## src/rtl/brd_pkg.sv

```systemverilog
package brd_pkg;
  typedef enum logic [1:0] {
    RSN_DEFAULT = 2'd0,
    RSN_LEGACY  = 2'd1,
    RSN_ISA_EXC = 2'd2,
    RSN_WINDOW  = 2'd3
  } route_reason_e;

  localparam int unsigned CTRL_W      = 8;
  localparam int unsigned BIT_LEG_EN  = 3;
  localparam int unsigned BIT_ISA_EN  = 2;
  localparam logic [CTRL_W-1:0] CTRL_WR_MASK =
    CTRL_W'((1 << BIT_LEG_EN) | (1 << BIT_ISA_EN));
endpackage

```

## src/rtl/brd_ctrl_reg.sv

```systemverilog
module brd_ctrl_reg
  import brd_pkg::*;
(
  input  logic              clk,
  input  logic              rst_n,
  input  logic              cfg_we,
  input  logic [CTRL_W-1:0] cfg_wdata,
  output logic [CTRL_W-1:0] cfg_rdata,
  output logic              leg_en,
  output logic              isa_en
);
  logic [CTRL_W-1:0] ctrl_q;

  always_ff @(posedge clk) begin
    if (!rst_n)      ctrl_q <= '0;
    else if (cfg_we) ctrl_q <= cfg_wdata & CTRL_WR_MASK;
  end

  assign cfg_rdata = ctrl_q & CTRL_WR_MASK;
  assign leg_en    = ctrl_q[BIT_LEG_EN];
  assign isa_en    = ctrl_q[BIT_ISA_EN];
endmodule

```

## src/rtl/brd_window.sv

```systemverilog
module brd_window #(
  parameter int unsigned W = 32
) (
  input  logic [W-1:0] addr,
  input  logic [W-1:0] base,
  input  logic [W-1:0] limit,
  output logic         hit
);
  // inclusive at both ends; base > limit gives an empty window
  assign hit = (addr >= base) && (addr <= limit);
endmodule

```

## src/rtl/brd_legacy_decode.sv

```systemverilog
module brd_legacy_decode #(
  parameter int unsigned ADDR_W = 32
) (
  input  logic              is_io,
  input  logic [ADDR_W-1:0] addr,
  output logic              hit
);
  localparam logic [ADDR_W-1:0] FB_LO = ADDR_W'(32'h000A_0000);
  localparam logic [ADDR_W-1:0] FB_HI = ADDR_W'(32'h000B_FFFF);

  logic [9:0] low10;
  logic       mem_hit;
  logic       io_hit;

  assign low10   = addr[9:0];
  assign mem_hit = (addr >= FB_LO) && (addr <= FB_HI);
  // only A[9:0] decoded: ISA aliases fold onto the same ports
  assign io_hit  = ((low10 >= 10'h3B0) && (low10 <= 10'h3BB)) ||
                   ((low10 >= 10'h3C0) && (low10 <= 10'h3DF));
  assign hit     = is_io ? io_hit : mem_hit;
endmodule

```

## src/rtl/brd_abort_resp.sv

```systemverilog
module brd_abort_resp #(
  parameter int unsigned DATA_W = 32
) (
  input  logic              clk,
  input  logic              rst_n,
  input  logic              abort_req,
  input  logic              abort_is_write,
  output logic              abort_done,
  output logic [DATA_W-1:0] abort_rdata,
  output logic              abort_wr_dropped
);
  always_ff @(posedge clk) begin
    if (!rst_n) begin
      abort_done       <= 1'b0;
      abort_rdata      <= '0;
      abort_wr_dropped <= 1'b0;
    end else begin
      abort_done       <= abort_req;
      abort_rdata      <= (abort_req && !abort_is_write) ? '1 : '0;
      abort_wr_dropped <= abort_req && abort_is_write;
    end
  end
endmodule

```

## src/rtl/bridge_route_decoder.sv

```systemverilog
module bridge_route_decoder
  import brd_pkg::*;
#(
  parameter int unsigned ADDR_W      = 32,
  parameter int unsigned IO_W        = 16,
  parameter int unsigned NUM_MEM_WIN = 2,
  parameter int unsigned DATA_W      = 32
) (
  input  logic                          clk,
  input  logic                          rst_n,
  input  logic                          cfg_we,
  input  logic [7:0]                    cfg_wdata,
  output logic [7:0]                    cfg_rdata,
  input  logic [IO_W-1:0]               io_base,
  input  logic [IO_W-1:0]               io_limit,
  input  logic [NUM_MEM_WIN*ADDR_W-1:0] mem_base,
  input  logic [NUM_MEM_WIN*ADDR_W-1:0] mem_limit,
  input  logic                          req_valid,
  output logic                          req_ready,
  input  logic                          req_is_io,
  input  logic                          req_is_write,
  input  logic [ADDR_W-1:0]             req_addr,
  output logic                          rsp_valid,
  input  logic                          rsp_ready,
  output logic                          rsp_to_sec,
  output logic [1:0]                    rsp_reason,
  output logic                          rsp_is_io,
  output logic                          rsp_is_write,
  output logic [ADDR_W-1:0]             rsp_addr,
  input  logic                          abort_req,
  input  logic                          abort_is_write,
  output logic                          abort_done,
  output logic [DATA_W-1:0]             abort_rdata,
  output logic                          abort_wr_dropped
);
  logic                   leg_en, isa_en;
  logic                   leg_hit, io_win_hit, mem_hit, win_hit, isa_excl;
  logic [NUM_MEM_WIN-1:0] mem_hits;
  logic [IO_W-1:0]        io_addr;
  logic                   nxt_to_sec;
  route_reason_e          nxt_reason;
  logic                   accept;

  brd_ctrl_reg u_ctrl (
    .clk(clk), .rst_n(rst_n), .cfg_we(cfg_we), .cfg_wdata(cfg_wdata),
    .cfg_rdata(cfg_rdata), .leg_en(leg_en), .isa_en(isa_en)
  );

  brd_legacy_decode #(.ADDR_W(ADDR_W)) u_leg (
    .is_io(req_is_io), .addr(req_addr), .hit(leg_hit)
  );

  assign io_addr = req_addr[IO_W-1:0];

  brd_window #(.W(IO_W)) u_io_win (
    .addr(io_addr), .base(io_base), .limit(io_limit), .hit(io_win_hit)
  );

  for (genvar gi = 0; gi < NUM_MEM_WIN; gi++) begin : g_mem_win
    brd_window #(.W(ADDR_W)) u_mem_win (
      .addr (req_addr),
      .base (mem_base [gi*ADDR_W +: ADDR_W]),
      .limit(mem_limit[gi*ADDR_W +: ADDR_W]),
      .hit  (mem_hits[gi])
    );
  end

  assign mem_hit  = |mem_hits;
  assign win_hit  = req_is_io ? io_win_hit : mem_hit;
  assign isa_excl = isa_en && req_is_io && io_win_hit && (io_addr[9:8] != 2'b00);

  // priority: legacy display, ISA exclusion, window, default
  always_comb begin
    if (leg_en && leg_hit) begin
      nxt_to_sec = 1'b1;
      nxt_reason = RSN_LEGACY;
    end else if (isa_excl) begin
      nxt_to_sec = 1'b0;
      nxt_reason = RSN_ISA_EXC;
    end else if (win_hit) begin
      nxt_to_sec = 1'b1;
      nxt_reason = RSN_WINDOW;
    end else begin
      nxt_to_sec = 1'b0;
      nxt_reason = RSN_DEFAULT;
    end
  end

  assign req_ready = !rsp_valid || rsp_ready;
  assign accept    = req_valid && req_ready;

  always_ff @(posedge clk) begin
    if (!rst_n)         rsp_valid <= 1'b0;
    else if (req_ready) rsp_valid <= req_valid;
  end

  always_ff @(posedge clk) begin
    if (!rst_n) begin
      rsp_to_sec   <= 1'b0;
      rsp_reason   <= RSN_DEFAULT;
      rsp_is_io    <= 1'b0;
      rsp_is_write <= 1'b0;
      rsp_addr     <= '0;
    end else if (accept) begin
      rsp_to_sec   <= nxt_to_sec;
      rsp_reason   <= nxt_reason;
      rsp_is_io    <= req_is_io;
      rsp_is_write <= req_is_write;
      rsp_addr     <= req_addr;
    end
  end

  brd_abort_resp #(.DATA_W(DATA_W)) u_abort (
    .clk(clk), .rst_n(rst_n), .abort_req(abort_req),
    .abort_is_write(abort_is_write), .abort_done(abort_done),
    .abort_rdata(abort_rdata), .abort_wr_dropped(abort_wr_dropped)
  );
endmodule

```

## config.mk

```make
export PLATFORM = sky130hd
export DESIGN_NAME = bridge_route_decoder
export DESIGN_NICKNAME = d
export VERILOG_FILES = /design/src/rtl/brd_pkg.sv /design/src/rtl/brd_ctrl_reg.sv /design/src/rtl/brd_window.sv /design/src/rtl/brd_legacy_decode.sv /design/src/rtl/brd_abort_resp.sv /design/src/rtl/bridge_route_decoder.sv
export SDC_FILE = /design/constraint.sdc
export NUM_CORES = 1
export LEC_CHECK = 0
export ABC_AREA = 1
export BUFFER_PORTS_ARGS = -buffer_cell sky130_fd_sc_hd__buf_2
export CORE_MARGIN = 2
export CORE_UTILIZATION = 45
export CTS_BUF_LIST = sky130_fd_sc_hd__clkbuf_4
export DETAILED_ROUTE_END_ITERATION = 16
export PLACE_DENSITY = 0.81
export SLEW_MARGIN = 15
export SYNTH_ARGS = -nofsm -noshare
export SYNTH_HDL_FRONTEND = slang
export SYNTH_HIERARCHICAL = 1
export SYNTH_SLANG_ARGS = --single-unit
```

## constraint.sdc

```tcl
create_clock -name clk -period 1.6 [get_ports clk]
set_clock_uncertainty 0.1 [all_clocks]
set_input_delay 0.08 -clock clk [delete_from_list [all_inputs] [get_ports clk]]
set_output_delay 0.08 -clock clk [all_outputs]
set_load 0.05 [all_outputs]
```

==> metrics.txt <==
maxcap violations 0; largest voltage drop on the vdd net 403 uV; cell area after placement 7870 um2; FILL cells 1199; Main synth FF type sky130_fd_sc_hd__dfxtp_1; cell type with the largest total area after synthesis sky130_fd_sc_hd__ha_1; total power 4.35 mW; Cell variety after synth 26; layout-stage area growth over the synthesis result 40.3%; final global-route overflow total 0; master of the slowest instance on the critical path sky130_fd_sc_hd__ha_4; pin count of the biggest net entering global routing 36; Seq/Total Area, Yosys 13.5%; area of the placeable core 13700 um2; DP Wirelength 15200 um; final hold violation count 0; post-synthesis adder-cell area fraction 32.1%; Synth top area share 32.1%; share of flip-flops with an asynchronous set or reset after synthesis 0%; number of vias after detailed routing 6908; Most Frequent Cell on Critical Path sky130_fd_sc_hd__nand2_1; WP data required 1.76 ns; Pwr Density 497 nW/um2; final weighted congestion in routability-driven placement 0.924; path type of the worst setup path in2reg; ordered list of cells on the worst path buf_2 > ha_4 > a21oi_2 > o21ai_1 > nand2_1 > nand3_1 > a21oi_1 > buf_4 > nand2_1 > nand2_1 > inv_1 > nor2_2 > nand2_1 > nand2_1 > nor2_1 > nor2_1 > nor2_1; I/O pin total 290; final worst path period share 98.9%; antenna viol nets, final 0; antenna violations before repair 0; number of enable-type register cells in the synthesized netlist 0; largest buffer count on any clock path 2; number of warnings printed during yosys synthesis 6; Core Rows 43; overall die area 14800 um2; post-synthesis sequential element count 42; critical-path maximum fanout 5; WP buf/inv 3; cell at the root of the clock tree sky130_fd_sc_hd__clkbuf_4; Syn Std Cell Area 6240 um2; final setup violation count 0; kind of cell adding the most delay to the critical path simple AND/OR/NAND/NOR gates; initial cell density of the core 45.5%; ratio of cells with drive above 1 in the final layout 34.7%; Post-Syn Area per Cell 6.45 um2; Max Transition Viols Final 0; first-pass GRT wire length 28100 um; antenna diode count 0; Iter 0 DRT Violations 314; minimum period implied by the final worst setup slack 1.58 ns; wire length after detailed routing 18900 um; via count normalized by instance count 4.75; via count of the first global-routing pass 6293; cell total after placement 1429; die height 122 um; horizontal extent of the die 122 um; kind of end point of the critical path flip-flop; largest family of logic cells by synthesized area adder cells; H-Tree Level Count 2; longest individual stage delay on the worst path 0.24 ns; number of standard cells after synthesis 967; outcome completed; TritonCTS clock tree yes; synthesized-area fraction occupied by ao, oa, aoi and oai cells 11.0%; mux share of post-synthesis cell area 0%; length of the first detailed-routing pass in iterations 6; Layout Cells excl Fill 1453; number of I/O port buffers 277; Clock transition at path regs 0.13 ns; post-detailed-route DRC marker count 0; arrival time at the worst endpoint 1.74 ns; XOR/XNOR share of the synthesized area 0%; sum of negative setup slack 0 ns; Routed WL per cell 13.0 um; number of CTS-inserted buffers 5; fraction of the mapped netlist area in simple logic gates 23.9%; class of the worst hold path in2reg; latest clock arrival within the worst-skew pair 0.35 ns; startpoint kind of the worst setup timing path input pin; highest clock frequency the design can meet 0.632 GHz; dominant cells by area after synthesis sky130_fd_sc_hd__ha_1 32%, sky130_fd_sc_hd__dfxtp_1 13%, sky130_fd_sc_hd__inv_1 13%, sky130_fd_sc_hd__nand2_1 12%, sky130_fd_sc_hd__nor2_1 7.2%; final instance area 8750 um2; Final #Nets 1641; global routing usage summed across all routing layers 23.5%; RSZ-0062 raised after global routing yes; total clock sinks 42; most common cell in the synthesized netlist sky130_fd_sc_hd__inv_1; most used standard cells in the synthesized netlist 214 x sky130_fd_sc_hd__inv_1, 197 x sky130_fd_sc_hd__nand2_1, 160 x sky130_fd_sc_hd__ha_1; static leakage 5.32 nW
## worst register-to-register path, stage by stage, from the launching register on
cell and delay [ns]:
sky130_fd_sc_hd__dfxtp_2 0.39, sky130_fd_sc_hd__nand2_4 0.08, sky130_fd_sc_hd__nand2_4 0.16, sky130_fd_sc_hd__a21oi_1 0.09
sky130_fd_sc_hd__dlygate4sd3_1 0.56
## stage by stage
step	worst slack, ns	hold WS [ns]	utilization [%]
after floorplan	0.0844	0.0450	-
after global placement	-0.387	0.148	57.3
after detailed placement	-0.412	0.157	57.3
after CTS	0.000887	0.0249	59.1
after global routing	-0.0671	0.0548	63.8
final	0.0179	0.0495	63.8
## flip-flops by register name, indices dropped and copies added (netlist names)
| signal | cells |
|---|---|
| u_ctrl/ctrl_q | 2 |
| rsp_is_write | 1 |
| rsp_addr | 32 |
| rsp_valid | 1 |
| rsp_reason | 2 |
| rsp_is_io | 1 |
| u_abort/abort_done | 1 |
| u_abort/abort_wr_dropped | 1 |
| u_abort/abort_rdata | 1 |
## per-layer routing
metal	vias up	GRT usage, %	wire length [um]
li1	3591	-	-
met1	3030	29.1	8280
met2	241	42.2	9050
met3	46	4.17	1010
met4	0	5.53	608
met5	-	0	0
## report_power, final
group / switching [mW] / internal, mW
registers: 0.0510 / 1.13
clock network: 0.365 / 0.366
logic: 1.48 / 0.967
total: 1.89 / 2.46
## final cells by class
type	count	area, um2	area share (%)
clock buffer	7	52.6	0.600
clock inverter	1	30.0	0.343
inverter	217	822	9.39
multi-input combinational	663	4800	54.9
sequential	42	846	9.66
tap	180	225	2.57
timing repair buffer	343	1970	22.5
## final timing paths
check | from | endpoint | slack [ns] | depth (start not counted)
max | req_addr[19] | rsp_reason[1] | 0.02 | 17
min | req_addr[27] | rsp_addr[27] | 0.05 | 4
max reg2reg | rsp_valid | rsp_valid | 0.12 | 4
min reg2reg | rsp_addr[24] | rsp_addr[24] | 0.39 | 2
## layout by cell type, fill, tap and decap left out, types with 2 or more instances in the layout
master                            n
sky130_fd_sc_hd__nand2_2         16
sky130_fd_sc_hd__o21bai_1         2
sky130_fd_sc_hd__a21o_1           3
sky130_fd_sc_hd__nand3_1         14
sky130_fd_sc_hd__nand2_1        182
sky130_fd_sc_hd__nor2_2          24
sky130_fd_sc_hd__inv_2            5
sky130_fd_sc_hd__nand4_1          9
sky130_fd_sc_hd__clkbuf_4        10
sky130_fd_sc_hd__dlygate4sd3_1   15
sky130_fd_sc_hd__o21ai_1         12
sky130_fd_sc_hd__ha_4            39
sky130_fd_sc_hd__a21oi_2         15
sky130_fd_sc_hd__ha_1           121
sky130_fd_sc_hd__nor2_1         113
sky130_fd_sc_hd__o21a_1           7
sky130_fd_sc_hd__a21oi_1         56
sky130_fd_sc_hd__buf_2          262
sky130_fd_sc_hd__inv_1          211
sky130_fd_sc_hd__nor3_1           3
sky130_fd_sc_hd__buf_4           61
sky130_fd_sc_hd__dfxtp_1         40
sky130_fd_sc_hd__conb_1           6
sky130_fd_sc_hd__nand2_4          2
sky130_fd_sc_hd__o21ai_0         36
## timing repair
item                       CTS  global route
hold endpoints to repair    13             0
buffers inserted             0             1
pin swaps                    0            12
setup endpoints to repair    1            34
hold buffers                15             0
gates resized for setup      1           111
## cells by family after synthesis
kind of cell,Yosys count
AOI/OAI and AO/OA,131
adders and majority gates,160
buffers and inverters,267
DFF,42
other,1
and+or+nand+nor,366
No activity file was read; power rests on OpenSTA's default activity.
